[config.mk]
export PLATFORM = sky130hd
export DESIGN_NAME = mbx_tx_arbiter
export DESIGN_NICKNAME = d
export VERILOG_FILES = /design/src/rtl/mbx_arb_pkg.sv /design/src/rtl/mbx_flag_bank.sv /design/src/rtl/mbx_prio_tree.sv /design/src/rtl/mbx_arb_ctrl.sv /design/src/rtl/mbx_tx_arbiter.sv
export SDC_FILE = /design/constraint.sdc
export NUM_CORES = 1
export LEC_CHECK = 0
export BUFFER_PORTS_ARGS = -buffer_cell sky130_fd_sc_hd__buf_2
export CAP_MARGIN = 15
export CORE_AREA = 2 2 192 194
export CTS_CLUSTER_SIZE = 12
export DETAILED_ROUTE_END_ITERATION = 16
export DIE_AREA = 0 0 194 196
export SETUP_SLACK_MARGIN = 0.3
export SLEW_MARGIN = 30
export SYNTH_ARGS = -nofsm -noshare
export SYNTH_HDL_FRONTEND = slang
export SYNTH_SLANG_ARGS = --single-unit
[constraint.sdc]
create_clock -name clk -period 9.8 [get_ports clk]
set_input_delay 0 -clock clk [delete_from_list [all_inputs] [get_ports clk]]
set_output_delay 0 -clock clk [all_outputs]
set_load 0.05 [all_outputs]
[src/rtl/mbx_arb_pkg.sv]
package mbx_arb_pkg;

  typedef enum logic [0:0] {
    ARB_IDLE = 1'b0,
    ARB_BUSY = 1'b1
  } arb_state_e;

endpackage

[src/rtl/mbx_flag_bank.sv]
// Bank of per-mailbox flags with a software port and hardware set/clear.
// SW_SET = 1: software port sets flags (write-one-to-set), hardware clears.
// SW_SET = 0: software port clears flags (write-one-to-clear), hardware sets.
module mbx_flag_bank #(
  parameter int N      = 32,
  parameter bit SW_SET = 1'b1
) (
  input  logic         clk,
  input  logic         rst_n,
  input  logic         sw_we,
  input  logic [N-1:0] sw_bits,
  input  logic [N-1:0] hw_set,
  input  logic [N-1:0] hw_clr,
  output logic [N-1:0] flags
);

  logic [N-1:0] flags_q;
  logic [N-1:0] flags_d;
  logic [N-1:0] sw_vec;
  logic         upd_en;

  assign sw_vec = sw_we ? sw_bits : '0;
  assign upd_en = (|sw_vec) | (|hw_set) | (|hw_clr);

  generate
    if (SW_SET) begin : g_sw_set
      // a software set in the same cycle overrides a hardware clear
      always_comb begin
        flags_d = (flags_q & ~hw_clr) | hw_set | sw_vec;
      end
    end else begin : g_sw_clr
      // a hardware set in the same cycle overrides a software clear
      always_comb begin
        flags_d = (flags_q & ~sw_vec & ~hw_clr) | hw_set;
      end
    end
  endgenerate

  always_ff @(posedge clk or negedge rst_n) begin
    if (!rst_n) begin
      flags_q <= '0;
    end else if (upd_en) begin
      flags_q <= flags_d;
    end
  end

  assign flags = flags_q;

  // with no strobe and no hardware event the bank holds its state
  a_r9_bank_quiet: assert property (@(posedge clk) disable iff (!rst_n)
    (!sw_we && hw_set == '0 && hw_clr == '0) |=> $stable(flags_q));

endmodule

[src/rtl/mbx_prio_tree.sv]
// Max-key reduction tree. Key = {candidate, priority, index}, so candidates
// beat non-candidates, then larger priority, then larger mailbox number.
module mbx_prio_tree #(
  parameter int N      = 32,
  parameter int PRIO_W = 6,
  parameter int IDX_W  = $clog2(N)
) (
  input  logic [N-1:0]        cand,
  input  logic [N*PRIO_W-1:0] prio,
  output logic                win_valid,
  output logic [IDX_W-1:0]    win_idx
);

  localparam int KEY_W  = 1 + PRIO_W + IDX_W;
  localparam int LEVELS = $clog2(N);

  generate
    for (genvar l = 0; l <= LEVELS; l++) begin : g_lvl
      logic [KEY_W-1:0] keys [N >> l];
      if (l == 0) begin : g_leaf
        for (genvar i = 0; i < N; i++) begin : g_in
          assign keys[i] = {cand[i], prio[i*PRIO_W +: PRIO_W], IDX_W'(i)};
        end
      end else begin : g_node
        for (genvar i = 0; i < (N >> l); i++) begin : g_cmp
          assign keys[i] = (g_lvl[l-1].keys[2*i] > g_lvl[l-1].keys[2*i+1]) ?
                           g_lvl[l-1].keys[2*i] : g_lvl[l-1].keys[2*i+1];
        end
      end
    end
  endgenerate

  logic [KEY_W-1:0] root;
  assign root      = g_lvl[LEVELS].keys[0];
  assign win_valid = root[KEY_W-1];
  assign win_idx   = root[IDX_W-1:0];

endmodule

[src/rtl/mbx_arb_ctrl.sv]
// Launch/hold controller: latches a winner, freezes it until done or abort.
module mbx_arb_ctrl
  import mbx_arb_pkg::*;
#(
  parameter int IDX_W = 5
) (
  input  logic             clk,
  input  logic             rst_n,
  input  logic             win_valid,
  input  logic [IDX_W-1:0] win_idx,
  input  logic             tx_done,
  input  logic             tx_abort,
  output logic             busy,
  output logic [IDX_W-1:0] sel_idx,
  output logic             fin_done,
  output logic             fin_abort
);

  arb_state_e       state_q, state_d;
  logic [IDX_W-1:0] sel_q, sel_d;
  logic             sel_en;

  assign fin_done  = (state_q == ARB_BUSY) && tx_done;
  assign fin_abort = (state_q == ARB_BUSY) && tx_abort && !tx_done;

  always_comb begin
    state_d = state_q;
    sel_d   = sel_q;
    sel_en  = 1'b0;
    case (state_q)
      ARB_IDLE: begin
        if (win_valid) begin
          state_d = ARB_BUSY;
          sel_d   = win_idx;
          sel_en  = 1'b1;
        end
      end
      ARB_BUSY: begin
        if (fin_done || fin_abort) begin
          state_d = ARB_IDLE;
        end
      end
      default: state_d = ARB_IDLE;
    endcase
  end

  always_ff @(posedge clk or negedge rst_n) begin
    if (!rst_n) begin
      state_q <= ARB_IDLE;
    end else begin
      state_q <= state_d;
    end
  end

  always_ff @(posedge clk or negedge rst_n) begin
    if (!rst_n) begin
      sel_q <= '0;
    end else if (sel_en) begin
      sel_q <= sel_d;
    end
  end

  assign busy    = (state_q == ARB_BUSY);
  assign sel_idx = sel_q;

  // selection frozen while busy and no finishing pulse
  a_r6_sel_frozen: assert property (@(posedge clk) disable iff (!rst_n)
    (busy && !tx_done && !tx_abort) |=> (busy && $stable(sel_idx)));

  // one idle cycle after a finishing pulse
  a_r6_idle_gap: assert property (@(posedge clk) disable iff (!rst_n)
    (busy && (tx_done || tx_abort)) |=> !busy);

  // a winner is launched on the next edge when idle
  a_r3_launch: assert property (@(posedge clk) disable iff (!rst_n)
    (!busy && win_valid) |=> (busy && sel_idx == $past(win_idx)));

endmodule

[src/rtl/mbx_tx_arbiter.sv]
module mbx_tx_arbiter #(
  parameter int NUM_MBOX = 32,
  parameter int PRIO_W   = 6,
  localparam int IDX_W   = $clog2(NUM_MBOX)
) (
  input  logic                       clk,
  input  logic                       rst_n,
  input  logic [NUM_MBOX-1:0]        mbx_en,
  input  logic [NUM_MBOX-1:0]        mbx_dir,
  input  logic [NUM_MBOX*PRIO_W-1:0] mbx_prio,
  input  logic                       req_set_we,
  input  logic [NUM_MBOX-1:0]        req_set_bits,
  input  logic                       ack_clr_we,
  input  logic [NUM_MBOX-1:0]        ack_clr_bits,
  input  logic                       aack_clr_we,
  input  logic [NUM_MBOX-1:0]        aack_clr_bits,
  input  logic [NUM_MBOX-1:0]        int_mask,
  input  logic                       tx_done,
  input  logic                       tx_abort,
  output logic                       tx_valid,
  output logic [IDX_W-1:0]           tx_mbx,
  output logic [NUM_MBOX-1:0]        req_flags,
  output logic [NUM_MBOX-1:0]        ack_flags,
  output logic [NUM_MBOX-1:0]        aack_flags,
  output logic                       mbx_irq
);

  logic [NUM_MBOX-1:0] cand;
  logic                win_valid;
  logic [IDX_W-1:0]    win_idx;
  logic                busy;
  logic [IDX_W-1:0]    sel_idx;
  logic                fin_done;
  logic                fin_abort;
  logic [NUM_MBOX-1:0] done_vec;
  logic [NUM_MBOX-1:0] abort_vec;
  logic [NUM_MBOX-1:0] finish_vec;

  assign cand = req_flags & mbx_en & ~mbx_dir;

  mbx_prio_tree #(.N(NUM_MBOX), .PRIO_W(PRIO_W), .IDX_W(IDX_W)) u_tree (
    .cand      (cand),
    .prio      (mbx_prio),
    .win_valid (win_valid),
    .win_idx   (win_idx)
  );

  mbx_arb_ctrl #(.IDX_W(IDX_W)) u_ctrl (
    .clk       (clk),
    .rst_n     (rst_n),
    .win_valid (win_valid),
    .win_idx   (win_idx),
    .tx_done   (tx_done),
    .tx_abort  (tx_abort),
    .busy      (busy),
    .sel_idx   (sel_idx),
    .fin_done  (fin_done),
    .fin_abort (fin_abort)
  );

  always_comb begin
    done_vec  = '0;
    abort_vec = '0;
    if (fin_done)  done_vec[sel_idx]  = 1'b1;
    if (fin_abort) abort_vec[sel_idx] = 1'b1;
  end
  assign finish_vec = done_vec | abort_vec;

  mbx_flag_bank #(.N(NUM_MBOX), .SW_SET(1'b1)) u_req (
    .clk (clk), .rst_n (rst_n),
    .sw_we (req_set_we), .sw_bits (req_set_bits),
    .hw_set ('0), .hw_clr (finish_vec),
    .flags (req_flags)
  );

  mbx_flag_bank #(.N(NUM_MBOX), .SW_SET(1'b0)) u_ack (
    .clk (clk), .rst_n (rst_n),
    .sw_we (ack_clr_we), .sw_bits (ack_clr_bits),
    .hw_set (done_vec), .hw_clr ('0),
    .flags (ack_flags)
  );

  mbx_flag_bank #(.N(NUM_MBOX), .SW_SET(1'b0)) u_aack (
    .clk (clk), .rst_n (rst_n),
    .sw_we (aack_clr_we), .sw_bits (aack_clr_bits),
    .hw_set (abort_vec), .hw_clr ('0),
    .flags (aack_flags)
  );

  assign tx_valid = busy;
  assign tx_mbx   = sel_idx;
  assign mbx_irq  = |(ack_flags & int_mask);

  // what the tree offers while idle is an eligible mailbox
  a_r3_winner_eligible: assert property (@(posedge clk) disable iff (!rst_n)
    (!tx_valid && win_valid) |-> (req_flags[win_idx] && mbx_en[win_idx] && !mbx_dir[win_idx]));

  // done sets the acknowledge flag of the selected mailbox
  a_r7_done_sets_ack: assert property (@(posedge clk) disable iff (!rst_n)
    (tx_valid && tx_done) |=> ack_flags[$past(tx_mbx)]);

  // done clears the request unless software re-requests it
  a_r7_done_clears_req: assert property (@(posedge clk) disable iff (!rst_n)
    (tx_valid && tx_done && !(req_set_we && req_set_bits[tx_mbx]))
    |=> !req_flags[$past(tx_mbx)]);

  // abort marks the abort-acknowledge flag and leaves acknowledges alone
  a_r8_abort_marks: assert property (@(posedge clk) disable iff (!rst_n)
    (tx_valid && tx_abort && !tx_done && !ack_clr_we)
    |=> (aack_flags[$past(tx_mbx)] && $stable(ack_flags)));

  // idle pulses do not touch the acknowledge banks
  a_r11_idle_pulse_ignored: assert property (@(posedge clk) disable iff (!rst_n)
    (!tx_valid && !ack_clr_we && !aack_clr_we)
    |=> ($stable(ack_flags) && $stable(aack_flags)));

endmodule

==> results.yml <==
logic_synthesis:
  syn_inst: 1546
  synth_seq_cells: 102
  synth_top_cells_by_area: "dfrtp_1 (21%), ha_1 (17%), nand2_1 (7.1%), mux2i_1 (6.5%), a21oi_1 (4.9%)"
  synth_top_area_share_pct: 20.9
  ys_seq_area_share_pct: 20.9
  syn_area_um2: 12200
  synth-main-ff-cell: "dfrtp_1"
  synth_nets: 2099
  yosys.area.top_type: "dfrtp_1"
  ys_types: 88
  post-synth-top-count-cell: "nand2_1"
  syn_avg_cell_area_um2: 7.89
  async_flop_share_pct: 100
  yosys_warnings: 0
  synth-edff-count: 0
  synth_common_cells: "nand2_1 (231), ha_1 (162), inv_1 (140)"
clock_network:
  cts.sinks: 102
  clockBufferDepth: 2
  clk_latency_ps: 360
  clk_pin_slew_ps: 80
  htree_levels: 3
  root_buffer: "clkbuf_16"
  tritoncts: "done"
  cts_made_buffers: 9
timing:
  fin_crit_ps: 9000
  rsz0062_at_grt: "no"
  setup_violations: 0
  fmax_ghz: 0.111
  report.final.slew_viol_count: 0
  max-slew-margin-rel_pct: 48.3
  tns_ps: 0
  fin_skew_ps: 9.72
  tightest_slew_ps: 776
  timing.hold.ws_ps: 210
  layout_worst_path_cycle_share_pct: 91.8
  hold_viol_final: 0
layout:
  fin_nets: 2709
  areaGrowthSynthToFinish_pct: 39.1
  fin_area_um2: 17000
  drive_above_1_share_pct: 31.1
  stdcell_count: 2630
routing:
  totalWireLength_um: 50200
  dr_wl_met2_um: 24600
  ant_nets: 0
  firstDrtPassIters: 7
  wl_met1_um: 21700
  top_layer_used: "met5"
  drc: 0
  drt_iter0_markers: 732
  vias_per_cell: 5.34
  drt-wirelength-per-cell_um: 19.1
  met3_length_um: 2280
  num_vias: 14039
power:
  p_per_area_nw_per_um2: 271
  leakagePower_nw: 8.87
  peakVddDrop_v: 0.000215
worst_setup_path:
  max_stage_delay_ps: 410
  arrival_ps: 9250
  slowest_stage: "dfrtp_2"
  critPathLaunchType: "register"
  worst_ep_required_time_ps: 10050
  rr_endpoint: "u_ctrl.sel_idx[1]"
  worstSetupPathType: "reg2reg"
  cp_common_cell: "ha_1"
  end_kind: "register"
  r2r-start: "u_req.flags[20]"
  rrSetupSlack_ps: 800
  ff2ff_path_depth: 42
  crit_fanout: 17
grt:
  grt_pass1_wl_um: 76500
  grt_max_degree: 57
  grtUsageTotal_pct: 25.4
  first_global_vias: 14071
  antenna_found_initial: 2
  grt_overflow: 0
floorplanning:
  coreArea_um2: 36100
  start_util_pct: 33.8
  die_height_um: 196
  top_level_ports: 494
  die-area_um2: 38000
  die_x_um: 194
  row_count: 70
worst_hold_path:
  min_path_type: "in2reg"
  holdPathEnd: "u_ack.flags[13]"
  min_from: "ack_clr_we"
  whs_path_depth: 4
placed_design:
  dp_hpwl_um: 41300
  portBuffers: 493
  placed_cell_area_um2: 15200
  gp_congestion: 0.908
  place_inst: 2485
run_status:
  status: "completed"
run:
  cap_violations: 0
what timing repair did:
item                                    4_1_cts  5_1_grt
resized for setup                             3       49
endpoints found under the setup margin        5        6
hold buffers                                 99        0
buffers inserted                              0       29
pin swaps                                     1        9
endpoints found under the hold margin       143        0
worst max-delay path, delay by kind of cell (launching register included):
family / cells / cell delay [ps]
fa+ha+maj: 6 / 1750
buf+inv: 3 / 360
simple gates: 11 / 1800
mux: 5 / 1480
compound gates: 17 / 3090
flops: 1 / 410
how the worst max path moves through the flow:
stage	slack, ps	from	depth (start not counted)	endpoint
after floorplan	350	u_req.flags[16]	45	u_ctrl.sel_idx[1]
after global placement	230	u_req.flags[20]	41	u_ctrl.sel_idx[1]
after detailed placement	60	u_req.flags[20]	41	u_ctrl.sel_idx[2]
after CTS	310	u_req.flags[14]	45	u_ctrl.sel_idx[1]
after global routing	230	u_req.flags[16]	42	u_ctrl.sel_idx[1]
final	800	u_req.flags[20]	42	u_ctrl.sel_idx[1]
cells in the final DEF, fill, tap and decap left out, types with 13 or more instances in the layout:
cell / instances
ha_1: 162
inv_1: 140
a21oi_2: 13
a21oi_1: 110
mux2i_1: 73
nand2_1: 230
buf_2: 492
a21o_1: 31
a22o_1: 51
nand3_1: 34
and3_1: 13
buf_4: 47
nand4b_1: 17
o21ai_0: 103
o31ai_1: 13
nor2_1: 99
a22oi_1: 13
nand3b_1: 19
mux2_2: 32
dlygate4sd3_1: 99
and2_1: 14
nand4_1: 18
a211oi_1: 16
dfrtp_1: 99
routing by layer:
layer	global-route usage, %	vias to the layer above
li1	-	6866
met1	31.9	6606
met2	45.1	489
met3	3.09	76
met4	8.53	2
met5	0	-
power by group:
| part | switching, mW | internal [mW] | total [mW] | leakage (nW) |
|---|---|---|---|---|
| logic | 2.11 | 1.49 | 3.60 | 7.46 |
| registers | 0.0891 | 0.481 | 0.570 | 1.24 |
| clock network | 0.185 | 0.237 | 0.422 | 0.167 |
kinds of logic after synthesis:
logic type | count (synthesis) | share of synthesized area [%]
flops | 102 | 20.9
buf+inv | 179 | 5.71
xor+xnor | 7 | 0.502
fa+ha+maj | 167 | 17.0
mux | 119 | 10.3
compound gates | 461 | 25.8
simple gates | 511 | 19.7
stage by stage:
| stage | power, mW | util (%) | worst slack [ps] |
|---|---|---|---|
| 5_1_grt | 5.00 | 47.0 | 234 |
| 6_report | 4.60 | 47.0 | 800 |
| 3_5_place_dp | 3.97 | 42.2 | 55.3 |
| 2_1_floorplan | 3.10 | - | 352 |
| 4_1_cts | 4.45 | 45.9 | 305 |
| 3_3_place_gp | 3.90 | 42.2 | 227 |
final cells by class:
class                           instances  area [um^2]
Sequential cell                       102         2560
Fill cell                            3552        19100
Clock buffer                           10          239
Multi-Input combinational cell       1265         9160
Antenna cell                            1         2.50
Clock inverter                          6          100
Inverter                              140          526
Timing Repair Buffer                  638         3810
Tap cell                              468          586
flip-flops by register name (all words and copies together), names as in the netlist:
name and count:
u_aack.flags 32, u_ack.flags 32, u_ctrl.busy 1, u_ctrl.sel_idx 5, u_req.flags 32
No activity file was read; power rests on OpenSTA's default activity.
